### config.mk
export PLATFORM = sky130hd
export DESIGN_NAME = lvc_visibility_ctrl
export DESIGN_NICKNAME = d
export VERILOG_FILES = /design/src/rtl/lvc_pkg.sv /design/src/rtl/lvc_walk.sv /design/src/rtl/lvc_entry.sv /design/src/rtl/lvc_pending.sv /design/src/rtl/lvc_visibility_ctrl.sv
export SDC_FILE = /design/constraint.sdc
export NUM_CORES = 1
export LEC_CHECK = 0
export CAP_MARGIN = 20
export CORE_MARGIN = 2
export CORE_UTILIZATION = 40
export CTS_BUF_LIST = sky130_fd_sc_hd__clkbuf_4
export CTS_CLUSTER_DIAMETER = 100
export CTS_CLUSTER_SIZE = 16
export DETAILED_ROUTE_END_ITERATION = 12
export PLACE_DENSITY = 0.72
export SYNTH_ARGS = -nofsm -noshare
export SYNTH_HDL_FRONTEND = slang
export SYNTH_HIERARCHICAL = 1
export SYNTH_SLANG_ARGS = --single-unit
### constraint.sdc
create_clock -name clk -period 9.75 [get_ports clk]
set_clock_uncertainty 0.1 [all_clocks]
set_input_delay 0.975 -clock clk [delete_from_list [all_inputs] [get_ports clk]]
set_output_delay 0.975 -clock clk [all_outputs]
set_load 0.03 [all_outputs]
### src/rtl/lvc_pkg.sv
// Shared types for the load visibility controller.
// Assumes scheme codes are static during normal operation; the decode is
// purely combinational.
package lvc_pkg;

    typedef enum logic [2:0] {
        SCH_BASE      = 3'd0,
        SCH_FENCE_ALL = 3'd1,
        SCH_FENCE_BR  = 3'd2,
        SCH_INVIS_ALL = 3'd3,
        SCH_INVIS_BR  = 3'd4
    } scheme_e;

    typedef struct packed {
        logic supported;    // code is one of the five schemes
        logic exec_loads;   // loads may issue before the condition holds
        logic invisible;    // speculative loads use invisible accesses
        logic conservative; // wait on all older instructions, not branches
    } scheme_ctl_t;

    // Turn a scheme code into its three controls plus a validity bit.
    function automatic scheme_ctl_t decode_scheme(input logic [2:0] code);
        scheme_ctl_t c;
        case (code)
            SCH_BASE:      c = '{supported: 1'b1, exec_loads: 1'b1, invisible: 1'b0, conservative: 1'b0};
            SCH_FENCE_ALL: c = '{supported: 1'b1, exec_loads: 1'b0, invisible: 1'b0, conservative: 1'b1};
            SCH_FENCE_BR:  c = '{supported: 1'b1, exec_loads: 1'b0, invisible: 1'b0, conservative: 1'b0};
            SCH_INVIS_ALL: c = '{supported: 1'b1, exec_loads: 1'b1, invisible: 1'b1, conservative: 1'b1};
            SCH_INVIS_BR:  c = '{supported: 1'b1, exec_loads: 1'b1, invisible: 1'b1, conservative: 1'b0};
            default:       c = '{supported: 1'b0, exec_loads: 1'b0, invisible: 1'b0, conservative: 1'b0};
        endcase
        return c;
    endfunction

endpackage

### src/rtl/lvc_walk.sv
// Walk mask: marks the slots visited by the per-cycle update.
// Starts at head, advances with wrap at DEPTH, stops after count slots or
// at the first unoccupied slot. Assumes head < DEPTH and count <= DEPTH.
module lvc_walk #(
    parameter int DEPTH = 8,
    parameter int PW    = $clog2(DEPTH),
    parameter int CW    = $clog2(DEPTH + 1)
) (
    input  logic [PW-1:0]    head,
    input  logic [CW-1:0]    count,
    input  logic [DEPTH-1:0] occupied,
    output logic [DEPTH-1:0] walked
);

    // Unrolled walk from the oldest slot; a stop condition kills the rest.
    always_comb begin
        logic        alive;
        logic [PW:0] pos;
        walked = '0;
        alive  = 1'b1;
        for (int k = 0; k < DEPTH; k++) begin
            pos = {1'b0, head} + (PW+1)'(k);
            if (pos >= (PW+1)'(DEPTH)) begin
                pos = pos - (PW+1)'(DEPTH);
            end
            if (CW'(k) >= count || !occupied[pos[PW-1:0]]) begin
                alive = 1'b0;
            end
            walked[pos[PW-1:0]] = alive;
        end
    end

endmodule

### src/rtl/lvc_entry.sv
// One load-queue slot: holds the fence-hold and expose-ready bits and
// reports the events the pending counter and error flags need.
// Assumes kill (squash) overrides every other update in the same cycle.
module lvc_entry
    import lvc_pkg::*;
(
    input  logic        clk,
    input  logic        rst_n,
    input  scheme_ctl_t ctl,
    input  logic        walked,
    input  logic        kill,
    input  logic        ok_all_commit,
    input  logic        ok_br_commit,
    input  logic        ok_all_done,
    input  logic        ok_br_resolved,
    input  logic        needs_exp,
    input  logic        exp_sent,
    output logic        hold_q,
    output logic        ready_q,
    output logic        inc_o,
    output logic        dec_o,
    output logic        loss_o
);

    logic hold_d;
    logic ready_d;
    logic fence_ok;
    logic vis_ok;

    // Pick the ordering condition each mode family waits on.
    always_comb begin
        fence_ok = ctl.conservative ? ok_all_commit : ok_br_commit;
        vis_ok   = ctl.conservative ? ok_all_done   : ok_br_resolved;
    end

    // Next-state and event logic for this slot.
    always_comb begin
        hold_d  = hold_q;
        ready_d = ready_q;
        inc_o   = 1'b0;
        dec_o   = 1'b0;
        loss_o  = 1'b0;
        if (kill) begin
            dec_o   = ready_q & needs_exp & ~exp_sent;
            hold_d  = 1'b1;
            ready_d = 1'b0;
        end else if (!ctl.supported) begin
            hold_d  = 1'b1;
        end else if (walked) begin
            if (!ctl.exec_loads) begin
                hold_d  = ~fence_ok;
                ready_d = 1'b1;
            end else if (ctl.invisible) begin
                hold_d  = 1'b0;
                ready_d = vis_ok;
                inc_o   = vis_ok & ~ready_q & needs_exp;
                loss_o  = ~vis_ok & ready_q;
            end else begin
                hold_d  = 1'b0;
                ready_d = 1'b1;
            end
        end
    end

    // State register with synchronous reset to the held, not-ready state.
    always_ff @(posedge clk) begin
        if (!rst_n) begin
            hold_q  <= 1'b1;
            ready_q <= 1'b0;
        end else begin
            hold_q  <= hold_d;
            ready_q <= ready_d;
        end
    end

endmodule

### src/rtl/lvc_pending.sv
// Pending-validation counter: adds slot increments, subtracts squash
// decrements and one issue pulse, clamped to [0, 2**NW-1].
// Assumes all events of a cycle are applied together.
module lvc_pending #(
    parameter int DEPTH = 8,
    parameter int NW    = $clog2(DEPTH) + 2
) (
    input  logic             clk,
    input  logic             rst_n,
    input  logic [DEPTH-1:0] inc_vec,
    input  logic [DEPTH-1:0] dec_vec,
    input  logic             issue,
    output logic [NW-1:0]    cnt_q
);

    localparam int MAXV = (1 << NW) - 1;

    logic [NW-1:0] cnt_d;

    // Net change of the cycle with clamping at both ends.
    always_comb begin
        int n_inc;
        int n_dec;
        int tot;
        n_inc = 0;
        n_dec = 0;
        for (int i = 0; i < DEPTH; i++) begin
            n_inc = n_inc + int'(inc_vec[i]);
            n_dec = n_dec + int'(dec_vec[i]);
        end
        tot = int'(cnt_q) + n_inc - n_dec - int'(issue);
        if (tot < 0)    tot = 0;
        if (tot > MAXV) tot = MAXV;
        cnt_d = NW'(tot);
    end

    // Counter register.
    always_ff @(posedge clk) begin
        if (!rst_n) cnt_q <= '0;
        else        cnt_q <= cnt_d;
    end

endmodule

### src/rtl/lvc_visibility_ctrl.sv
// Load visibility controller top: decodes the scheme, computes the walk
// mask, updates every slot, keeps the pending count and sticky errors.
// Assumes DEPTH >= 2 and that the ordering inputs are valid each cycle.
module lvc_visibility_ctrl
    import lvc_pkg::*;
#(
    parameter int DEPTH = 8,
    parameter int PW    = $clog2(DEPTH),
    parameter int CW    = $clog2(DEPTH + 1),
    parameter int NW    = $clog2(DEPTH) + 2
) (
    input  logic             clk,
    input  logic             rst_n,
    input  logic [2:0]       scheme,
    input  logic [PW-1:0]    head,
    input  logic [CW-1:0]    count,
    input  logic [DEPTH-1:0] occupied,
    input  logic [DEPTH-1:0] older_committed,
    input  logic [DEPTH-1:0] older_br_committed,
    input  logic [DEPTH-1:0] older_completed,
    input  logic [DEPTH-1:0] older_br_resolved,
    input  logic [DEPTH-1:0] needs_expose,
    input  logic [DEPTH-1:0] expose_sent,
    input  logic [DEPTH-1:0] squash,
    input  logic             vld_issue,
    output logic [DEPTH-1:0] fence_hold,
    output logic [DEPTH-1:0] expose_ready,
    output logic [NW-1:0]    pending_cnt,
    output logic             ready_loss_err,
    output logic             cfg_err
);

    scheme_ctl_t      ctl;
    logic [DEPTH-1:0] walked;
    logic [DEPTH-1:0] inc_vec;
    logic [DEPTH-1:0] dec_vec;
    logic [DEPTH-1:0] loss_vec;

    // Scheme code to controls.
    always_comb ctl = decode_scheme(scheme);

    lvc_walk #(.DEPTH(DEPTH), .PW(PW), .CW(CW)) u_walk (
        .head     (head),
        .count    (count),
        .occupied (occupied),
        .walked   (walked)
    );

    for (genvar g = 0; g < DEPTH; g++) begin : g_slot
        lvc_entry u_slot (
            .clk            (clk),
            .rst_n          (rst_n),
            .ctl            (ctl),
            .walked         (walked[g]),
            .kill           (squash[g]),
            .ok_all_commit  (older_committed[g]),
            .ok_br_commit   (older_br_committed[g]),
            .ok_all_done    (older_completed[g]),
            .ok_br_resolved (older_br_resolved[g]),
            .needs_exp      (needs_expose[g]),
            .exp_sent       (expose_sent[g]),
            .hold_q         (fence_hold[g]),
            .ready_q        (expose_ready[g]),
            .inc_o          (inc_vec[g]),
            .dec_o          (dec_vec[g]),
            .loss_o         (loss_vec[g])
        );
    end

    lvc_pending #(.DEPTH(DEPTH), .NW(NW)) u_pending (
        .clk     (clk),
        .rst_n   (rst_n),
        .inc_vec (inc_vec),
        .dec_vec (dec_vec),
        .issue   (vld_issue),
        .cnt_q   (pending_cnt)
    );

    // Sticky error flags.
    always_ff @(posedge clk) begin
        if (!rst_n) begin
            cfg_err        <= 1'b0;
            ready_loss_err <= 1'b0;
        end else begin
            cfg_err        <= cfg_err | ~ctl.supported;
            ready_loss_err <= ready_loss_err | (|loss_vec);
        end
    end

endmodule

-- Word level (Yosys, flattened, before mapping)
Index checks and enable logic that the tools add are counted.
- input bits: 77
- bits in registers: 23
- output and inout bits: 23
- word-level logic and storage cells: 402
- add/subtract/negate cells: 32
- eq/ne operators: 4
- mux-type cells: 186
- bitwise logic cells: 77
- order comparisons: 34
- reductions and logical operators: 50
- operator list (kind ; number):
    32-bit by 2-bit adder with 32-bit output ; 12
    1-bit 2-to-1 mux ; 152
    8-bit bitwise mux ; 7
    1-bit AND ; 40
    1-bit inverter ; 34
    6-bit by 32-bit adder with 32-bit output ; 1
    32-bit by 6-bit greater-than comparator with 1-bit output (second input constant) ; 1
    3-bit by 4-bit < comparator with 1-bit output (second input constant) ; 8
    32-bit by 1-bit < comparator with 1-bit output (second input constant) ; 1
    32-bit 2-to-1 mux ; 1
    32-bit by 2-bit subtractor with 32-bit output ; 1
    32-bit subtractor ; 1
    4-bit >= comparator (second input constant) ; 7
    1-bit binary-select mux with 3-bit select ; 8
    1-bit demux with 3-bit select ; 8
    3-bit by 1-bit >= comparator with 1-bit output (second input constant) ; 8
    3-bit 2-to-1 mux ; 8
    3-bit OR reduction ; 8
    3-bit by 1-bit subtractor with 3-bit output (second input constant) ; 8
    4-bit one-hot mux with 5 select lines ; 1
    3-bit by 3-bit adder with 4-bit output (second input constant) ; 4
    3-bit by 4-bit >= comparator with 1-bit output (first input constant) ; 4
    2-bit AND reduction ; 8
    2-bit OR reduction ; 8
    17 further kinds ; 44

-- Logic depth before layout (Yosys ltp)
- word-level depth: 32
- mapped depth: 32
- mapped depth without buffers: 28

-- Cells and area by module
The synthesis kept the hierarchy.
- by module, submodules not included (module ; area each (um^2) ; seq. area each (um^2) ; cells an instance ; times used):
    lvc_walk ; 1506.4 ; 0.0 ; 197 ; 1
    lvc_entry ; 155.1 ; 40.0 ; 16 ; 8
    lvc_pending ; 917.1 ; 100.1 ; 99 ; 1
    lvc_visibility_ctrl ; 117.6 ; 40.0 ; 14 ; 1

-- Least setup slack after synthesis
Ideal clock, no wire load.
- path type: input to register
- start point: input port head[0]
- end point: register u_pending.cnt_q[0]
- setup time: 142 ps
- stages: 31
- buffers on the path: 3
- data arrival time: 7609 ps
- setup slack: 1898 ps
- data required time: 9508 ps
- cell sequence: clkbuf_8 > inv_1 > clkbuf_8 > ha_1 > clkbuf_1 > mux4_2 > mux2i_1 > or4_4 > o21ai_1 > nand2_1 > a31o_1 > a211oi_2 > and4_1 > nor4b_1 > ha_1 > inv_1 > fa_1 > fa_1 > fa_1 > inv_1 > ha_1 > fa_1 > a21o_1 > a21oi_2 > o21ba_4 > nor2_1 > nor2_1 > ha_1 > inv_1 > a2111oi_4 > a21oi_1
- word-level cells in the longest chain between the ends: 32
- ends and longest elaborated chain (what ; RTL line ; text):
    start, declared ; lvc_visibility_ctrl.sv:15 ; input logic [PW-1:0] head,
    branches (longest 14 deep; another with 3-bit by 1-bit adder with 4-bit output) ; - ;
    8-bit bitwise mux * ; lvc_walk.sv:29 ; walked[pos[PW-1:0]] = alive;
    named net walked[0] ; lvc_visibility_ctrl.sv:34 ; logic [DEPTH-1:0] walked;
    1-bit 2-to-1 mux * ; lvc_entry.sv:49 ; end else if (walked) begin
    1-bit 2-to-1 mux * ; lvc_entry.sv:47 ; end else if (!ctl.supported) begin
    1-bit 2-to-1 mux * ; lvc_entry.sv:43 ; if (kill) begin
    named net inc_vec[0] ; lvc_visibility_ctrl.sv:35 ; logic [DEPTH-1:0] inc_vec;
    1-bit by 1-bit adder with 2-bit output * ; lvc_pending.sv:28 ; n_inc = n_inc + int'(inc_vec[i]);
    32-bit by 2-bit adder with 32-bit output * (6 in a row) ; lvc_pending.sv:28 ;
    6-bit by 32-bit adder with 32-bit output * ; lvc_pending.sv:31 ; tot = int'(cnt_q) + n_inc - n_dec - int'(issue);
    32-bit subtractor * ; lvc_pending.sv:31 ;
    32-bit by 2-bit subtractor with 32-bit output * ; lvc_pending.sv:31 ;
    32-bit by 1-bit < comparator with 1-bit output ; lvc_pending.sv:32 ; if (tot < 0) tot = 0;
    32-bit 2-to-1 mux * ; lvc_pending.sv:32 ;
    32-bit by 6-bit greater-than comparator with 1-bit output ; lvc_pending.sv:33 ; if (tot > MAXV) tot = MAXV;
    5-bit 2-to-1 mux * ; lvc_pending.sv:33 ;
    end signal, assigned ; lvc_pending.sv:40 ; else cnt_q <= cnt_d;
    end, declared ; lvc_pending.sv:13 ; output logic [NW-1:0] cnt_q
Mark *: on every way through the listed nets, which the timed path passes. The select of a mux whose other input is x is not followed.
A chain may end at the register's enable or synchronous reset.

-- Worst setup path in the final report
- start point: input port head[1]
- end point: register u_pending.cnt_q[1]
The elaborated chain is that of the path after synthesis.

==> impl_metrics.yaml <==
critical_path:
  critPathKind: "in2reg"
  critPathCaptureType: "flip-flop"
  cpPeakStageDelay_ps: 780
  critPathMaxFanout: 15
  crit_buf_inv: 6
  startpoint_type: "input pin"
  crit_required_ps: 9850
  slowest_stage: "clkdlybuf4s50_1"
  cp_data_arrival_time_ps: 8730
  crit_family: "adder cells"
power_and_ir_drop:
  irDropWorstVdd_mv: 0.116
  p_comb_share_pct: 70.8
  internal-power_uw: 304
  power_density_nw_per_um2: 119
  power.share.sequential_pct: 20.3
  leakage_uw: 0.00192
  p_sw_share_pct: 47.1
  clock_power_share_pct: 8.9
  p_sw_uw: 271
detailed_routing:
  avgViaCountPerCell: 6.08
  wire_per_inst_um: 18.6
  ant_nets: 0
  vias: 3904
  first_iter_violations: 291
  drtPass1Iterations: 5
  wl_um: 11900
  drc: 0
die:
  fp.coreArea_sq_um: 9200
  io_pins: 100
  fp-row-count: 35
  dieHeight_um: 101
  initial_core_util_pct: 41.1
  die_w_um: 101
  die_area_sq_um: 10200
logic_synthesis:
  synth_edf_count: 0
  synth_warnings: 6
  synthDistinctLibCells: 73
  postSynthAreaPerCell_sq_um: 8.64
  synth_nets: 552
  async_flop_share_pct: 0
  ys_seq_elements: 23
  syn_area_sq_um: 3780
  syn_inst: 438
  ys.flop_type: "dfxtp_1"
  ys_seq_area_share_pct: 12.2
global_route:
  grt_max_degree: 40
  grt_pass1_vias: 3809
  grt_use_total_pct: 22.9
  grt_pass1_wl_um: 18900
  antenna_found_initial: 0
  overflow: 0
sta:
  setup_violations: 0
  worst_slack_ps: 1120
  rsz0062_at_grt: "no"
  slew_violations: 0
  period_needed_ps: 8630
  fin_crit_sh_pct: 88.5
  clock.fmax_mhz: 116
  fin_tns_setup_ps: 0
  relSlewSlack_pct: 34.9
  tightest_slew_ps: 976
  hold_violations: 0
outcome:
  status: "finished, final reports clean"
place:
  port_buffers: 99
  dp_slack_ps: 809
  gp_congestion: 0.950
  dp_hpwl_um: 9530
clocking:
  htree_levels: 1
  numCtsBuffers: 3
  cts.clk_slew.worst_paths_ps: 140
  cts_setup_buffers: 0
  clock_latency_ps: 330
  ctsLongestPathBuffers: 2
  ctsHoldBuffers: 0
  cts_resized: 0
  root_buffer: "clkbuf_4"
  tritoncts: "built"
  cts.sinks: 23
final_layout:
  area_growth_pct: 27.8
  layout.nets: 646
  drive_gt1_share_pct: 7.34
  antenna_cells: 0
hold_path:
  worstHoldPathType: "reg2reg"
job:
  max_cap_viol_count: 0
final cells by class:
class	instances	area, sq um
well taps	111	139
repair buffers	104	1030
multi-input cells	341	2950
fillers	899	4360
inverters	59	221
clock buffers	4	30.0
flip-flops and latches	23	460
sequential cells by signal (all words and copies together) (netlist names):
name / count
cfg_err: 1
g_slot.u_slot/hold_q: 8
g_slot.u_slot/ready_q: 8
ready_loss_err: 1
u_pending/cnt_q: 5
cells by family (layout without fill, tap and decap cells):
family | after synthesis | count (layout) | share of synthesized area [%]
adders and majority gates | 37 | 37 | 14.8
DFF | 23 | 23 | 12.2
muxes | 34 | 34 | 12.5
and+or+nand+nor | 147 | 147 | 25.0
buffers and inverters | 74 | 167 | 9.76
xor gates and xnor gates | 8 | 8 | 2.05
AOI/OAI and AO/OA | 115 | 115 | 23.7
power groups by stage:
| stage | Clock, uW | Combinational, uW | Sequential (uW) |
|---|---|---|---|
| final | 51.1 | 407 | 117 |
| after global routing | 56.0 | 447 | 118 |
| after CTS | 52.8 | 409 | 117 |
| after detailed placement | 0 | 407 | 119 |
| after global placement | 0 | 396 | 119 |
| after floorplan | 0 | 255 | 142 |
metrics by stage:
step | std cells | power, uW | hold WS, ps | cell area, sq um | util [%]
floorplan | 438 | 398 | 467 | 3780 | -
global placement | 638 | 514 | 340 | 4800 | 52.2
detailed placement | 638 | 526 | 346 | 4800 | 52.2
CTS | 642 | 578 | 368 | 4830 | 52.5
global route | 642 | 621 | 396 | 4830 | 52.5
finish | 642 | 575 | 365 | 4830 | 52.5
cell usage after synthesis (4+ instances only):
cell | instances | area (sq um)
o21ai_0 | 8 | 40.0
a2111oi_2 | 8 | 120
mux4_1 | 5 | 131
nor4b_1 | 8 | 70.1
dfxtp_1 | 23 | 460
o22ai_1 | 5 | 31.3
nand4_1 | 4 | 25.0
o21a_1 | 4 | 30.0
mux4_2 | 4 | 90.1
clkbuf_1 | 4 | 15.0
buf_6 | 4 | 45.0
a311o_1 | 8 | 80.1
and4_1 | 8 | 70.1
nand2b_1 | 8 | 50.1
and2_1 | 4 | 25.0
nand3_1 | 9 | 45.0
a31oi_1 | 4 | 25.0
nor2b_1 | 13 | 81.3
clkbuf_8 | 6 | 82.6
inv_1 | 59 | 221
ha_1 | 24 | 300
fa_1 | 13 | 260
mux2i_1 | 23 | 230
nor3_1 | 4 | 20.0
a21oi_1 | 32 | 160
and4b_1 | 16 | 160
xnor2_1 | 4 | 35.0
o31ai_1 | 6 | 45.0
nand3b_1 | 9 | 67.6
nor2_1 | 25 | 93.8
nand2_1 | 23 | 86.3
cell usage in the layout, fill, tap and decap left out, drive strengths merged, types with 12 or more instances in the layout:
cell and instances:
clkdlybuf4s50 99, inv 59, a21oi 33, nor2 26
ha 24, dfxtp 23, mux2i 23, nand2 23
and4b 16, nor2b 14, fa 13, o21ai 12
worst register-to-register path: cells and delay by family (launching register included):
| kind | cells | cell delay, ps |
|---|---|---|
| AO/OA/AOI/OAI | 5 | 1080 |
| adder cells (fa/ha/maj) | 10 | 3960 |
| buffers and inverters | 4 | 230 |
| flip-flops | 1 | 430 |
| AND/OR/NAND/NOR | 3 | 360 |
routing by layer:
| metal | vias to the layer above | track usage (%) | routed length (um) |
|---|---|---|---|
| met2 | 187 | 37.1 | 5480 |
| met4 | 0 | 7.38 | 357 |
| met1 | 1842 | 31.2 | 5270 |
| li1 | 1842 | - | - |
| met5 | - | 0 | 0 |
| met3 | 33 | 3.59 | 837 |
worst paths after layout:
| kind | startpoint | endpoint | slack, ps | cells after the start |
|---|---|---|---|---|
| worst max-delay path | head[1] | u_pending/cnt_q[1] | 1120 | 30 |
| worst min-delay path | cfg_err | cfg_err | 360 | 2 |
| worst max register to register | g_slot[0].u_slot/ready_q | u_pending/cnt_q[1] | 3460 | 22 |
| worst min register to register | cfg_err | cfg_err | 360 | 2 |
(Power assumes the default switching activity.)
